--- src/rtl/gpio_irq_pkg.sv ---
// Package: shared constants and the control word layout for the GPIO pin
// interrupt unit. Assumes a byte-addressed 32-bit register bus.
package gpio_irq_pkg;
    localparam int PINS   = 8;
    localparam int BUS_W  = 32;
    localparam int ADDR_W = 8;

    // Register offsets; software depends on these values.
    localparam logic [ADDR_W-1:0] OFS_CTRL_SET = 8'h18;
    localparam logic [ADDR_W-1:0] OFS_CTRL_CLR = 8'h1C;
    localparam logic [ADDR_W-1:0] OFS_ACK      = 8'h20;
    localparam logic [ADDR_W-1:0] OFS_STATUS   = 8'h24;

    // Control word; packed MSB first, so lvl sits in [31:24] and rise in [7:0].
    typedef struct packed {
        logic [PINS-1:0] lvl;
        logic [PINS-1:0] filt;
        logic [PINS-1:0] fall;
        logic [PINS-1:0] rise;
    } ctrl_t;
endpackage

--- src/rtl/gpio_irq_sync.sv ---
// Module: multi-stage synchronizer for the raw pin inputs.
// Assumes the pins are asynchronous to clk; STAGES >= 2.
module gpio_irq_sync #(
    parameter int WIDTH  = 8,
    parameter int STAGES = 2
) (
    input  logic             clk,
    input  logic             rst_n,
    input  logic [WIDTH-1:0] raw,
    output logic [WIDTH-1:0] synced
);
    logic [WIDTH-1:0] stg [STAGES];

    // Shift the raw pins through the flop chain.
    always_ff @(posedge clk) begin
        if (!rst_n) begin
            for (int i = 0; i < STAGES; i++) stg[i] <= '0;
        end else begin
            stg[0] <= raw;
            for (int i = 1; i < STAGES; i++) stg[i] <= stg[i-1];
        end
    end

    assign synced = stg[STAGES-1];
endmodule

--- src/rtl/gpio_irq_filter.sv ---
// Module: per-pin stability filter. When a pin's enable is low, the output
// follows the input one cycle later. When it is high, the output takes a new
// value only after the input has differed from the output for HOLD
// consecutive clocks. Assumes HOLD >= 2.
module gpio_irq_filter #(
    parameter int WIDTH = 8,
    parameter int HOLD  = 16
) (
    input  logic             clk,
    input  logic             rst_n,
    input  logic [WIDTH-1:0] din,
    input  logic [WIDTH-1:0] en,
    output logic [WIDTH-1:0] dout
);
    localparam int CNT_W = $clog2(HOLD);
    localparam logic [CNT_W-1:0] CNT_LAST = CNT_W'(HOLD - 1);

    for (genvar g = 0; g < WIDTH; g++) begin : g_pin
        logic [CNT_W-1:0] cnt;

        // Count cycles of disagreement and accept the value after HOLD of them.
        always_ff @(posedge clk) begin
            if (!rst_n) begin
                cnt     <= '0;
                dout[g] <= 1'b0;
            end else if (!en[g]) begin
                cnt     <= '0;
                dout[g] <= din[g];
            end else if (din[g] == dout[g]) begin
                cnt     <= '0;
            end else if (cnt == CNT_LAST) begin
                cnt     <= '0;
                dout[g] <= din[g];
            end else begin
                cnt     <= cnt + 1'b1;
            end
        end
    end
endmodule

--- src/rtl/gpio_irq_detect.sv ---
// Module: per-pin trigger detector. It keeps the previous sample of every
// pin, so a change to the enables does not invent a transition. Hits are
// combinational from the current and previous samples.
module gpio_irq_detect #(
    parameter int WIDTH = 8
) (
    input  logic             clk,
    input  logic             rst_n,
    input  logic [WIDTH-1:0] smp,
    input  logic [WIDTH-1:0] rise_en,
    input  logic [WIDTH-1:0] fall_en,
    input  logic [WIDTH-1:0] lvl_mode,
    output logic [WIDTH-1:0] hit
);
    logic [WIDTH-1:0] prev;

    // Track the previous sample on every cycle, whatever the enables are.
    always_ff @(posedge clk) begin
        if (!rst_n) prev <= '0;
        else        prev <= smp;
    end

    for (genvar g = 0; g < WIDTH; g++) begin : g_pin
        logic up, down, hi_hit, lo_hit;

        // Decode this pin's trigger condition from its mode bits.
        always_comb begin
            up     = smp[g] & ~prev[g];
            down   = ~smp[g] & prev[g];
            hi_hit = rise_en[g] & (lvl_mode[g] ? smp[g]  : up);
            lo_hit = fall_en[g] & (lvl_mode[g] ? ~smp[g] : down);
            hit[g] = hi_hit | lo_hit;
        end
    end
endmodule

--- src/rtl/gpio_irq_regs.sv ---
// Module: register file holding the set/clear control word and the pending
// flags, plus read decode and the combined request. A hit and an
// acknowledge of the same flag in one cycle leave the flag set.
module gpio_irq_regs
    import gpio_irq_pkg::*;
(
    input  logic              clk,
    input  logic              rst_n,
    input  logic              bus_we,
    input  logic [ADDR_W-1:0] bus_addr,
    input  logic [BUS_W-1:0]  bus_wdata,
    output logic [BUS_W-1:0]  bus_rdata,
    input  logic [PINS-1:0]   hit,
    output ctrl_t             ctrl,
    output logic [PINS-1:0]   pend,
    output logic              irq
);
    logic            wr_set, wr_clr, wr_ack;
    logic [PINS-1:0] ack_mask;

    // Decode the write strobes per offset.
    always_comb begin
        wr_set   = bus_we && (bus_addr == OFS_CTRL_SET);
        wr_clr   = bus_we && (bus_addr == OFS_CTRL_CLR);
        wr_ack   = bus_we && (bus_addr == OFS_ACK);
        ack_mask = wr_ack ? bus_wdata[PINS-1:0] : '0;
    end

    // Control word: ones set at one offset, ones clear at the other.
    always_ff @(posedge clk) begin
        if (!rst_n)      ctrl <= '0;
        else if (wr_set) ctrl <= ctrl | bus_wdata;
        else if (wr_clr) ctrl <= ctrl & ~bus_wdata;
    end

    // Pending flags: cleared by acknowledge, with new hits taking priority.
    always_ff @(posedge clk) begin
        if (!rst_n) pend <= '0;
        else        pend <= (pend & ~ack_mask) | hit;
    end

    // Read mux; only the low PINS status bits can ever be nonzero.
    always_comb begin
        case (bus_addr)
            OFS_CTRL_SET: bus_rdata = ctrl;
            OFS_STATUS:   bus_rdata = {{(BUS_W-PINS){1'b0}}, pend};
            default:      bus_rdata = '0;
        endcase
    end

    assign irq = |pend;
endmodule

--- src/rtl/gpio_irq_unit.sv ---
// Module: top of the GPIO pin interrupt unit. The chain is
// synchronizer -> optional stability filter -> detector -> pending flags.
// Assumes a single clock and a synchronous active-low reset.
module gpio_irq_unit
    import gpio_irq_pkg::*;
#(
    parameter int SYNC_STAGES = 2,
    parameter int FILT_HOLD   = 16
) (
    input  logic              clk,
    input  logic              rst_n,
    input  logic              bus_we,
    input  logic [ADDR_W-1:0] bus_addr,
    input  logic [BUS_W-1:0]  bus_wdata,
    output logic [BUS_W-1:0]  bus_rdata,
    input  logic [PINS-1:0]   pin_in,
    output logic              irq
);
    ctrl_t           ctrl_w;
    logic [PINS-1:0] sync_w, filt_w, hit_w, pend_w;

    gpio_irq_sync #(.WIDTH(PINS), .STAGES(SYNC_STAGES)) sync_i (
        .clk(clk), .rst_n(rst_n), .raw(pin_in), .synced(sync_w)
    );

    gpio_irq_filter #(.WIDTH(PINS), .HOLD(FILT_HOLD)) filt_i (
        .clk(clk), .rst_n(rst_n), .din(sync_w), .en(ctrl_w.filt), .dout(filt_w)
    );

    gpio_irq_detect #(.WIDTH(PINS)) det_i (
        .clk(clk), .rst_n(rst_n), .smp(filt_w),
        .rise_en(ctrl_w.rise), .fall_en(ctrl_w.fall), .lvl_mode(ctrl_w.lvl),
        .hit(hit_w)
    );

    gpio_irq_regs regs_i (
        .clk(clk), .rst_n(rst_n), .bus_we(bus_we), .bus_addr(bus_addr),
        .bus_wdata(bus_wdata), .bus_rdata(bus_rdata), .hit(hit_w),
        .ctrl(ctrl_w), .pend(pend_w), .irq(irq)
    );
endmodule

--- config.mk ---
export PLATFORM = sky130hd
export DESIGN_NAME = gpio_irq_unit
export DESIGN_NICKNAME = d
export VERILOG_FILES = /design/src/rtl/gpio_irq_pkg.sv /design/src/rtl/gpio_irq_sync.sv /design/src/rtl/gpio_irq_filter.sv /design/src/rtl/gpio_irq_detect.sv /design/src/rtl/gpio_irq_regs.sv /design/src/rtl/gpio_irq_unit.sv
export SDC_FILE = /design/constraint.sdc
export NUM_CORES = 1
export LEC_CHECK = 0
export ABC_AREA = 0
export BUFFER_PORTS_ARGS = -buffer_cell sky130_fd_sc_hd__buf_4
export CAP_MARGIN = 10
export CORE_MARGIN = 2
export CORE_UTILIZATION = 47
export DETAILED_ROUTE_END_ITERATION = 10
export PLACE_DENSITY = 0.69
export SYNTH_ARGS = -nofsm -noshare
export SYNTH_HDL_FRONTEND = slang
export SYNTH_SLANG_ARGS = --single-unit
--- constraint.sdc ---
create_clock -name clk -period 2.38 [get_ports clk]
set_input_delay 0.357 -clock clk [delete_from_list [all_inputs] [get_ports clk]]
set_output_delay 0.357 -clock clk [all_outputs]
set_load 0.05 [all_outputs]
==> summary.md, run 1 <==
| Metric | Value |
|---|---|
| Outcome | complete, no violations |
| Critical-path maximum fanout | 17 |
| CTS tree | done |
| Via density per instance | 5.58 |
| Fill cell count | ~890 |
| Max-cap violations | 0 |
| Synthesized flop and latch total | 104 |
| Peak Freq | 0.454 GHz |
| Remaining DRCs | 0 |
| Clk sinks | 104 |
| CP endpoint kind | output port |
| FF/Latch Area | approximately 0.0021 mm2 |
| Bufs on Longest Clock Path | 2 |
| VDD IR-drop max | 0.000269 V |
| Leak pwr | about 0.0023 uW |
| Die span in x | between 100 and 150 um |
| Post-Route Setup TNS | 0 ns |
| Global-route wire length before repair | ~18 mm |
| Compound-Gate Fraction of Synth Area | between 20% and 30% |
| Core ar. | between 0.009 and 0.01 mm2 |
| Unique masters post-synth | 38 |
| GR Overflow Total | 0 |
| Synth Area per Inst | 9.31 um2 |
| Layout area overhead | 20.5% |
| Layout cells sized above 1 | about 29% |
| Sequential area share after synthesis | 45.2% |
| Top FF cell, synth | dfxtp_1 |
| Post-Synth Simple-Gate Area | 22.4% |
| Multi-input logic area | around 0.0023 mm2 |
| Reg2Reg Capture Point | filt_i.dout[0] |
| Synth Instances | slightly below 500 |
| Design Area, Final | about 0.0056 mm2 |
| Final Skew | approximately 0.0080 ns |
| Vias in the first global route | around 3700 |
| Gpl congestion | between 0.8 and 0.9 |
| Height of the die | 103 um |
| Initial Utilization | 47.8% |
| Pwr/cell area | 542 mW/mm2 |
| Startpoint Class | input port |
| Ports | 84 |
| Crit share post-route | 92.5% |
| Final HPWL DP | 8.05 mm |
| Critical-path top delay cell | or4_4 |
| Slew Viols, Final | 0 |
| RSZ-0062 raised after global routing | false |
| Finished Layout Cells | ~700 |
| CTS H-tree depth | 3 |
| Adder-cell share of the synthesized area | under 10% |
| Drt pass-1 iters | 4 |
| R2r worst-path depth | 4 |
| Mapped Area | 0.00461 mm2 |
| Worst-margin pin slew | approximately 0.46 ns |
| Syn nets | between 500 and 600 |
| Mux cell area share after synthesis | 0.435% |
| Hold path endpoint | sync_i.stg[0][3] |
| Required @ worst endpoint | ~2.0 ns |
| IO buf count | between 80 and 90 |
| Hold Slack | between 0.15 and 0.2 ns |
| Synth warnings | 0 |
| Cell mode on critical path | buf_4 |
| Largest net degree at the start of global routing | between 40 and 50 |
| Post-synth EDFFs | 0 |
| Hold crit path type | in2reg |
| Die area | 0.0106 mm2 |
| Clk_lat worst skew | between 0.3 and 0.4 ns |
| PostCTS Resize Cnt | 0 |
| Hold-fix buffers, CTS | 0 |
| Initial DRC Count | between 150 and 200 |
| Fin crit period | around 2.2 ns |
| DR WL/cell | approximately 16 um |
| Initial antenna violation count | 0 |
| XOR/XNOR share of the synthesized area | under 10% |
| WP buf/inv | 3 |
| Diodes inserted | 0 |
| Hold Violations, Final | 0 |
| Clock-pin slew on the worst setup and hold paths | ~0.090 ns |
| Placed Area | about 0.0054 mm2 |
| Hold path startpoint | pin_in[3] |
| Worst path max stage delay | approximately 0.55 ns |
| Overall Power | 3010 uW |
| Arrival time worst endpoint | roughly 1.9 ns |
| Clk Tree Root Cell | clkbuf_8 |
| Crit-path cells | buf_4, or4_4, nor3b_4, buf_4, and2_2, buf_4 |
| Routed Antenna Nets | 0 |
| Largest family of logic cells by synthesized area | simple AND/OR/NAND/NOR gates |
| Slew headroom | 69.4% |
| Post-CTS Repair Setup Buffers | 0 |
| GRT Total Usage | between 20% and 30% |
| Crit Path Class | in2out |
| Placed insts | roughly 700 |
| Row Count | 36 |
| DRT Wirelength | ~11 mm |
| Largest delay contributor family on the critical path | simple AND/OR/NAND/NOR gates |
| DR vias | ~4000 |
| Post-synth ARST share | 0% |
| # setup viols final | 0 |
| Fin nets | 631 |
| Hold Path Stages | 2 |
| Reg2Reg Setup Slack | around 1.2 ns |
| CTS Buf Count | 9 |
| Reg2reg start | filt_i.g_pin[0].cnt[0] |
-- cells in the final DEF, fill, tap and decap left out, types with 8 or more instances in the layout --
cell,instances
a41oi_1,32
and2_1,39
and2_2,11
xnor2_1,8
a21bo_2,8
nor2_1,34
buf_4,100
nand3b_1,8
a21oi_1,16
nand4_1,8
nand3_1,33
inv_1,15
a31o_2,30
o221ai_1,11
nand2_1,41
ha_1,8
xor2_1,18
dfxtp_1,104
clkbuf_8,11
-- area by class of cell --
| class | count | share of cell area, % |
|---|---|---|
| inverters | 16 | 1.08 |
| repair buffers | 100 | 13.5 |
| clock buffers | 12 | 2.79 |
| multi-input cells | 341 | 41.6 |
| clock inverters | 4 | 0.518 |
| well taps | 133 | 3.00 |
| flip-flops and latches | 104 | 37.5 |
-- per-stage QoR --
stage          setup slack (ns)  utilization (%)
2_1_floorplan             0.134                -
3_3_place_gp              0.205             55.7
3_5_place_dp              0.181             55.7
4_1_cts                   0.182             57.6
5_1_grt                   0.139             57.6
6_report                  0.177             57.6
-- how the worst max path moves through the flow --
| stage | from | to | slack, ns | cells after the start |
|---|---|---|---|---|
| 2_1_floorplan | bus_addr[5] | bus_rdata[0] | 0.13 | 5 |
| 3_3_place_gp | bus_addr[7] | bus_rdata[18] | 0.20 | 6 |
| 4_1_cts | bus_addr[7] | bus_rdata[18] | 0.18 | 6 |
| 5_1_grt | bus_addr[7] | bus_rdata[18] | 0.14 | 6 |
| 3_5_place_dp | bus_addr[7] | bus_rdata[18] | 0.18 | 6 |
| 6_report | bus_addr[7] | bus_rdata[18] | 0.18 | 6 |
-- layer usage --
metal	vias to the layer above	share of wire (%)	track usage, %
met5	-	0	0
met4	0	2.6	9.82
met3	20	4.8	3.86
met2	106	50	35.1
met1	1901	43	27.5
li1	1932	-	-
-- report_power, final --
group	internal (uW)	switching, uW
Combinational	93.0	103
Clock	439	602
Sequential	1760	12.5
Total	2290	718
-- cell usage after synthesis (2+ instances only) --
master	count	area, um2
o21ai_0	6	30.0
o32ai_1	2	17.5
a21oi_1	16	80.1
nand3b_1	8	60.1
and2_2	11	82.6
dfxtp_1	104	2080
mux2i_1	2	20.0
clkbuf_1	27	101
nor2b_1	7	43.8
a31o_2	30	263
a21bo_2	8	80.1
nor2_1	34	128
o221ai_1	11	96.3
xor2_1	18	158
buf_2	3	15.0
nand4_1	8	50.1
a41oi_1	32	280
o211a_1	5	50.1
xnor2_1	8	70.1
nor4_1	2	12.5
and4_1	2	17.5
a31o_1	2	17.5
and2_1	39	244
nand2_1	41	154
buf_6	3	33.8
ha_1	8	100
inv_1	15	56.3
nand3_1	33	165
-- cell families after synthesis --
family	count (synthesis)
xor+xnor	26
flops	104
simple gates	191
compound gates	114
fa+ha+maj	8
buf+inv	50
mux	2
Note: power is estimated with default switching activity, not from simulation.
==> run 2: changes to the inputs <==
SYNTH_HIERARCHICAL = 1   (was default)
==> run 2 against run 1 <==
Via count down 11%; first-iteration DRC count down 39%; maximum frequency grew 15%; sequential cell count unchanged; register-to-register slack improved by 0.03 ns; total power grew 1.6%; clock power increased by 8%; cell count is 3.4% lower; sequential share of layout area increased by 1.4 points; area after synthesis shrank 2.3%; hold slack better by 0.027 ns.
==> summary.md, run 2 <==
| Metric | Value |
|---|---|
| Outcome | complete, no violations |
| Largest net degree at the start of global routing | 44 |
| GR Overflow Total | 0 |
| Initial antenna violation count | 0 |
| Most Used Layer, Global Route | met2 |
| Height of the die | between 100 and 150 um |
| Row Count | 35 |
| Synth Area per Inst | 9.26 um2 |
| Largest family of logic cells by synthesized area | simple AND/OR/NAND/NOR gates |
| Fin nets | 612 |
| Remaining DRCs | 0 |
| Via density per instance | just over 5 |
| Post-Route Setup TNS | 0 ns |
| Ports | 84 |
| Layout area overhead | 19.0% |
| Routed Antenna Nets | 0 |
| CTS H-tree depth | 3 |
| Post-layout util | around 58% |
| Net Switching | between 600 and 700 uW |
| Post-synth ARST share | 0% |
| Met2 Use GR | a little under a third |
| Hold crit path type | in2reg |
| Final Skew | just over 0.01 ns |
| Crit share post-route | 80.4% |
| Arrival time worst endpoint | between 1.5 and 2 ns |
| DR vias | between 3000 and 4000 |
| Clk_lat worst skew | approximately 0.36 ns |
| Hold Violations, Final | 0 |
| Slew headroom | about three quarters |
| Synth warnings | 6 |
| PostCTS Resize Cnt | 0 |
| Leak pwr | 0.00244 uW |
| Cell with the most instances after synthesis | dfxtp_1 |
| Post-Synth Simple-Gate Area | 26.5% |
| Commonest non-fill, non-tap cell in the layout | dfxtp_1 |
| Fin crit period | about 1.9 ns |
| Gpl congestion | a little over 0.8 |
| Initial DRC Count | 93 |
| Core ar. | 0.00928 mm2 |
| Clock-pin slew on the worst setup and hold paths | ~0.09 ns |
| Required @ worst endpoint | a little over 2 ns |
| Most area-hungry cell type in the Yosys netlist | dfxtp_1 |
| Peak Freq | approximately 0.52 GHz |
| Reg2reg start | filt_i/g_pin[7].cnt[0] |
| Critical-path maximum fanout | 13 |
| Pwr/cell area | 570 mW/mm2 |
| Global-route wire length before repair | approximately 16 mm |
| DR WL/cell | between 10 and 15 um |
| Post-CTS Repair Setup Buffers | 0 |
| RSZ-0062 raised after global routing | false |
| Die span in x | about 100 um |
| Mux cell area share after synthesis | around 7.1% |
| GRT Total Usage | 18.9% |
| Startpoint Class | input port |
| XOR/XNOR share of the synthesized area | under 10% |
| Top FF cell, synth | dfxtp_1 |
| Crit Path Class | in2out |
| Vias in the first global route | between 3000 and 4000 |
| Hold path startpoint | pin_in[0] |
| Clock share of power | 36.6% |
| CTS Buf Count | 9 |
| Max-cap violations | 0 |
| Unique masters post-synth | 33 |
| Commonest non-fill, non-tap cells in the layout | dfxtp_1, buf_4, nand2_1 |
| Yosys top cell area share | 46.2% |
| Syn nets | about 550 |
| Slew Viols, Final | 0 |
| Final HPWL DP | approximately 6.9 mm |
| Hold Path Stages | 2 |
| Logic pwr share | under 10% |
| DRT Wirelength | between 9 and 10 mm |
| Finished Layout Cells | 686 |
| Synth Instances | between 400 and 500 |
| Routing usage on met1 | about a quarter |
| Die area | approximately 0.010 mm2 |
| Reg2Reg Setup Slack | 1.26 ns |
| Clk sinks | between 100 and 150 |
| Diodes inserted | 0 |
| Register share of total power | between 50% and 60% |
| R2r worst-path depth | 4 |
| Layout cells sized above 1 | 24.1% |
| # setup viols final | 0 |
| Placed insts | ~670 |
| Synthesized flop and latch total | ~100 |
| Int Pwr | 2380 uW |
| Bufs on Longest Clock Path | 2 |
| CTS tree | done |
| CP endpoint kind | output port |
| Hold path endpoint | sync_i/stg[0][0] |
| Hold-fix buffers, CTS | 0 |
| Compound-Gate Fraction of Synth Area | ~7.9% |
| Synth top cells by count | dfxtp_1, nand2_1, nand3_1 |
| Sequential area share after synthesis | between 40% and 50% |
| IO buf count | just over 80 |
| Hold Slack | approximately 0.22 ns |
| Mapped Area | 0.00450 mm2 |
| Reg2Reg Capture Point | filt_i/dout[7] |
| Met3 global-route usage | between 4 and 5% |
| Clk Tree Root Cell | clkbuf_8 |
| Post-synth EDFFs | 0 |
| Switching share of power | 22.0% |
| Initial Utilization | about half |
| VDD IR-drop max | between 0.0003 and 0.0004 V |
| Drt pass-1 iters | 4 |
| Ranking of synthesized cells by area | dfxtp_1, mux2i_1, nand3_1, nand2_1, nor2_1 |
| Worst-margin pin slew | around 0.40 ns |
| Adder-cell share of the synthesized area | between 2 and 2.5% |
[run 2: how the worst max path moves through the flow]
stage	startpoint	to	depth (start not counted)	slack, ns
final	bus_addr[1]	bus_rdata[22]	5	0.47
after global routing	bus_addr[1]	bus_rdata[22]	5	0.40
after CTS	bus_addr[1]	bus_rdata[22]	5	0.46
after detailed placement	bus_addr[1]	bus_rdata[22]	5	0.47
after global placement	bus_addr[1]	bus_rdata[13]	5	0.46
after floorplan	bus_addr[1]	bus_rdata[0]	4	0.22
[run 2: metal layers]
metal	share of wire, %	vias to the layer above
met2	47	88
met1	47	1622
met5	0	-
met4	0.47	0
met3	5.5	4
li1	-	1804
[run 2: power by group through the flow]
stage | clock network [uW] | registers, uW | logic, uW
final | 1120 | 1770 | 166
after detailed placement | 0 | 1810 | 167
after global placement | 0 | 1810 | 165
after floorplan | 0 | 1810 | 87.8
after global routing | 1210 | 1770 | 182
after CTS | 1140 | 1770 | 168
[run 2: logic make-up (layout without fill, tap and decap cells)]
group	count (synthesis)	after routing
AND/OR/NAND/NOR	219	219
flip-flops	104	104
AO/OA/AOI/OAI	56	56
buffers and inverters	43	114
multiplexers	32	32
XOR/XNOR	24	24
adder cells (fa/ha/maj)	8	8
[run 2: critical path: stages]
cell and delay (ns):
buf_4 0.12, nor4_2 0.42, buf_4 0.26, and3_1 0.20
buf_4 0.20
[run 2: final cells by class]
type,count,area [um2]
well taps,129,161
inverters,8,30.0
multi-input cells,339,2180
flip-flops and latches,104,2080
clock inverters,4,53.8
clock buffers,11,151
repair buffers,91,696
fillers,856,3930
[run 2: metrics by stage]
step	instance area [um2]	power (uW)	worst slack, ns
finish	5360	3060	0.465
global route	5360	3160	0.401
CTS	5360	3080	0.461
detailed placement	5150	1980	0.468
global placement	5150	1970	0.464
floorplan	4500	1890	0.220
==> run 3: changes to the inputs <==
PLACE_DENSITY = 0.72   (was 0.69)
clock period = 1.6 ns   (was 2.38 ns; I/O delays follow)
==> run 3 against run 2 <==
Worst setup slack got worse by 0.46 ns; largest power group unchanged; highest routed layer unchanged; first-iteration DRC count rose by 57%; die area did not move; combinational power rose by 63%; largest cell class unchanged; hold slack got worse by 0.13 ns; total power rose by 49%; cell count rose by 1.9%; critical path type unchanged; routed wire length rose by 4.1%; utilization rose by 3.4 points; register-to-register slack got worse by 0.81 ns.
==> summary.md, run 3 (synthesis results as in run 2) <==
| Metric | Value |
|---|---|
| RSZ-0062 raised after global routing | true |
| CP endpoint kind | output port |
| Layout area overhead | 26.0% |
| Outcome | complete, no violations |
| Hold-fix buffers, CTS | 0 |
| Ports | 84 |
| Leak pwr | around 0.0025 uW |
| Bufs on Longest Clock Path | 2 |
| Clock-pin slew on the worst setup and hold paths | around 0.10 ns |
| Critical-path maximum fanout | 10 |
| Vias in the first global route | about 3400 |
| Die span in x | about 100 um |
| Initial Utilization | 48.5% |
| VDD IR-drop max | about 0.00065 V |
| Hold Path Stages | 2 |
| Reg2Reg Setup Slack | roughly 0.45 ns |
| DR vias | 3617 |
| Slew Viols, Final | 0 |
| Clk Tree Root Cell | clkbuf_8 |
| Max-cap violations | 0 |
| Remaining DRCs | 0 |
| Routed Antenna Nets | 0 |
| Commonest non-fill, non-tap cell in the layout | dfxtp_1 |
| Startpoint Class | input port |
| CTS H-tree depth | 3 |
| Clk sinks | ~100 |
| Crit Path Class | in2out |
| Hold path startpoint | pin_in[6] |
| GRT Total Usage | roughly a fifth |
| Pwr/cell area | a little over 800 mW/mm2 |
| Gpl congestion | approximately 0.85 |
| # setup viols final | 0 |
| Arrival time worst endpoint | 1.35 ns |
| Fin nets | around 620 |
| Height of the die | approximately 100 um |
| Core ar. | between 0.009 and 0.01 mm2 |
| CTS Buf Count | 9 |
| Slew headroom | a little under 80% |
| Reg2Reg Capture Point | filt_i/dout[0] |
| Die area | 0.0104 mm2 |
| Peak Freq | 0.628 GHz |
| Largest net degree at the start of global routing | just over 50 |
| Reg2reg start | filt_i/g_pin[0].cnt[0] |
| Fin crit period | 1.59 ns |
| R2r worst-path depth | 4 |
| Commonest non-fill, non-tap cells in the layout | dfxtp_1, buf_4, nand2_1 |
| Crit share post-route | about 100% |
| Final Skew | between 0.015 and 0.02 ns |
| Final HPWL DP | 6.97 mm |
| Hold crit path type | in2reg |
| Initial antenna violation count | 0 |
| Required @ worst endpoint | 1.36 ns |
| Diodes inserted | 0 |
| Post-layout util | between 60% and 70% |
| IO buf count | slightly above 80 |
| CTS tree | done |
| Hold path endpoint | sync_i/stg[0][6] |
| Hold Violations, Final | 0 |
| DR WL/cell | roughly 14 um |
| Row Count | 35 |
| Worst-margin pin slew | about 0.34 ns |
| Initial DRC Count | around 150 |
| GR Overflow Total | 0 |
| Via density per instance | 5.17 |
| Overall Power | roughly 4600 uW |
| Drt pass-1 iters | 4 |
| Layout cells sized above 1 | a little under a third |
| DRT Wirelength | 10.0 mm |
| Global-route wire length before repair | 15.7 mm |
| Hold Slack | approximately 0.093 ns |
| Clk_lat worst skew | 0.37 ns |
run 3: worst max path at each step:
stage | slack [ns] | from | cells after the start | endpoint
5_1_grt | -0.04 | bus_addr[6] | 6 | bus_rdata[21]
2_1_floorplan | -0.11 | bus_addr[1] | 4 | bus_rdata[0]
4_1_cts | -0.04 | bus_addr[1] | 5 | bus_rdata[27]
3_3_place_gp | -0.07 | bus_addr[1] | 5 | bus_rdata[31]
3_5_place_dp | -0.06 | bus_addr[1] | 5 | bus_rdata[31]
6_report | 0.007 | bus_addr[6] | 4 | bus_rdata[6]
run 3: stage by stage:
step	worst slack [ns]	area [um2]	setup TNS, ns	instances
after CTS	-0.0385	5520	-0.469	697
after floorplan	-0.113	4550	-0.903	486
final	0.00724	5670	0	699
after global routing	-0.0395	5670	-0.392	699
after global placement	-0.0669	5270	-0.876	677
after detailed placement	-0.0638	5270	-1.14	677
run 3: worst max-delay path: stages:
cell and delay [ns]:
buf_4 0.12, or4_4 0.65, nor2_2 0.17, buf_6 0.17
run 3: what timing repair did:
item	CTS	global route
pin swaps	1	1
gates resized for setup	5	37
gates cloned	1	0
setup endpoints to repair	31	32
setup buffers	3	2
run 3: final cells by class:
cell class | count | area, um2
tap | 129 | 161
sequential | 104 | 2080
multi-input combinational | 339 | 2250
inverter | 8 | 30.0
clock inverter | 6 | 75.1
clock buffer | 10 | 128
timing repair buffer | 103 | 950
fill | 805 | 3610
run 3: power breakdown:
group,switching (uW),internal [uW]
Combinational,126,145
Sequential,18.9,2620
Clock,915,747
Total,1060,3510
run 3: layer usage:
| metal | GRT usage, % | routed length (um) |
|---|---|---|
| met2 | 32.7 | 4870 |
| met3 | 4.45 | 517 |
| met1 | 24.3 | 4460 |
| met4 | 5.13 | 146 |
| met5 | 0 | 0 |
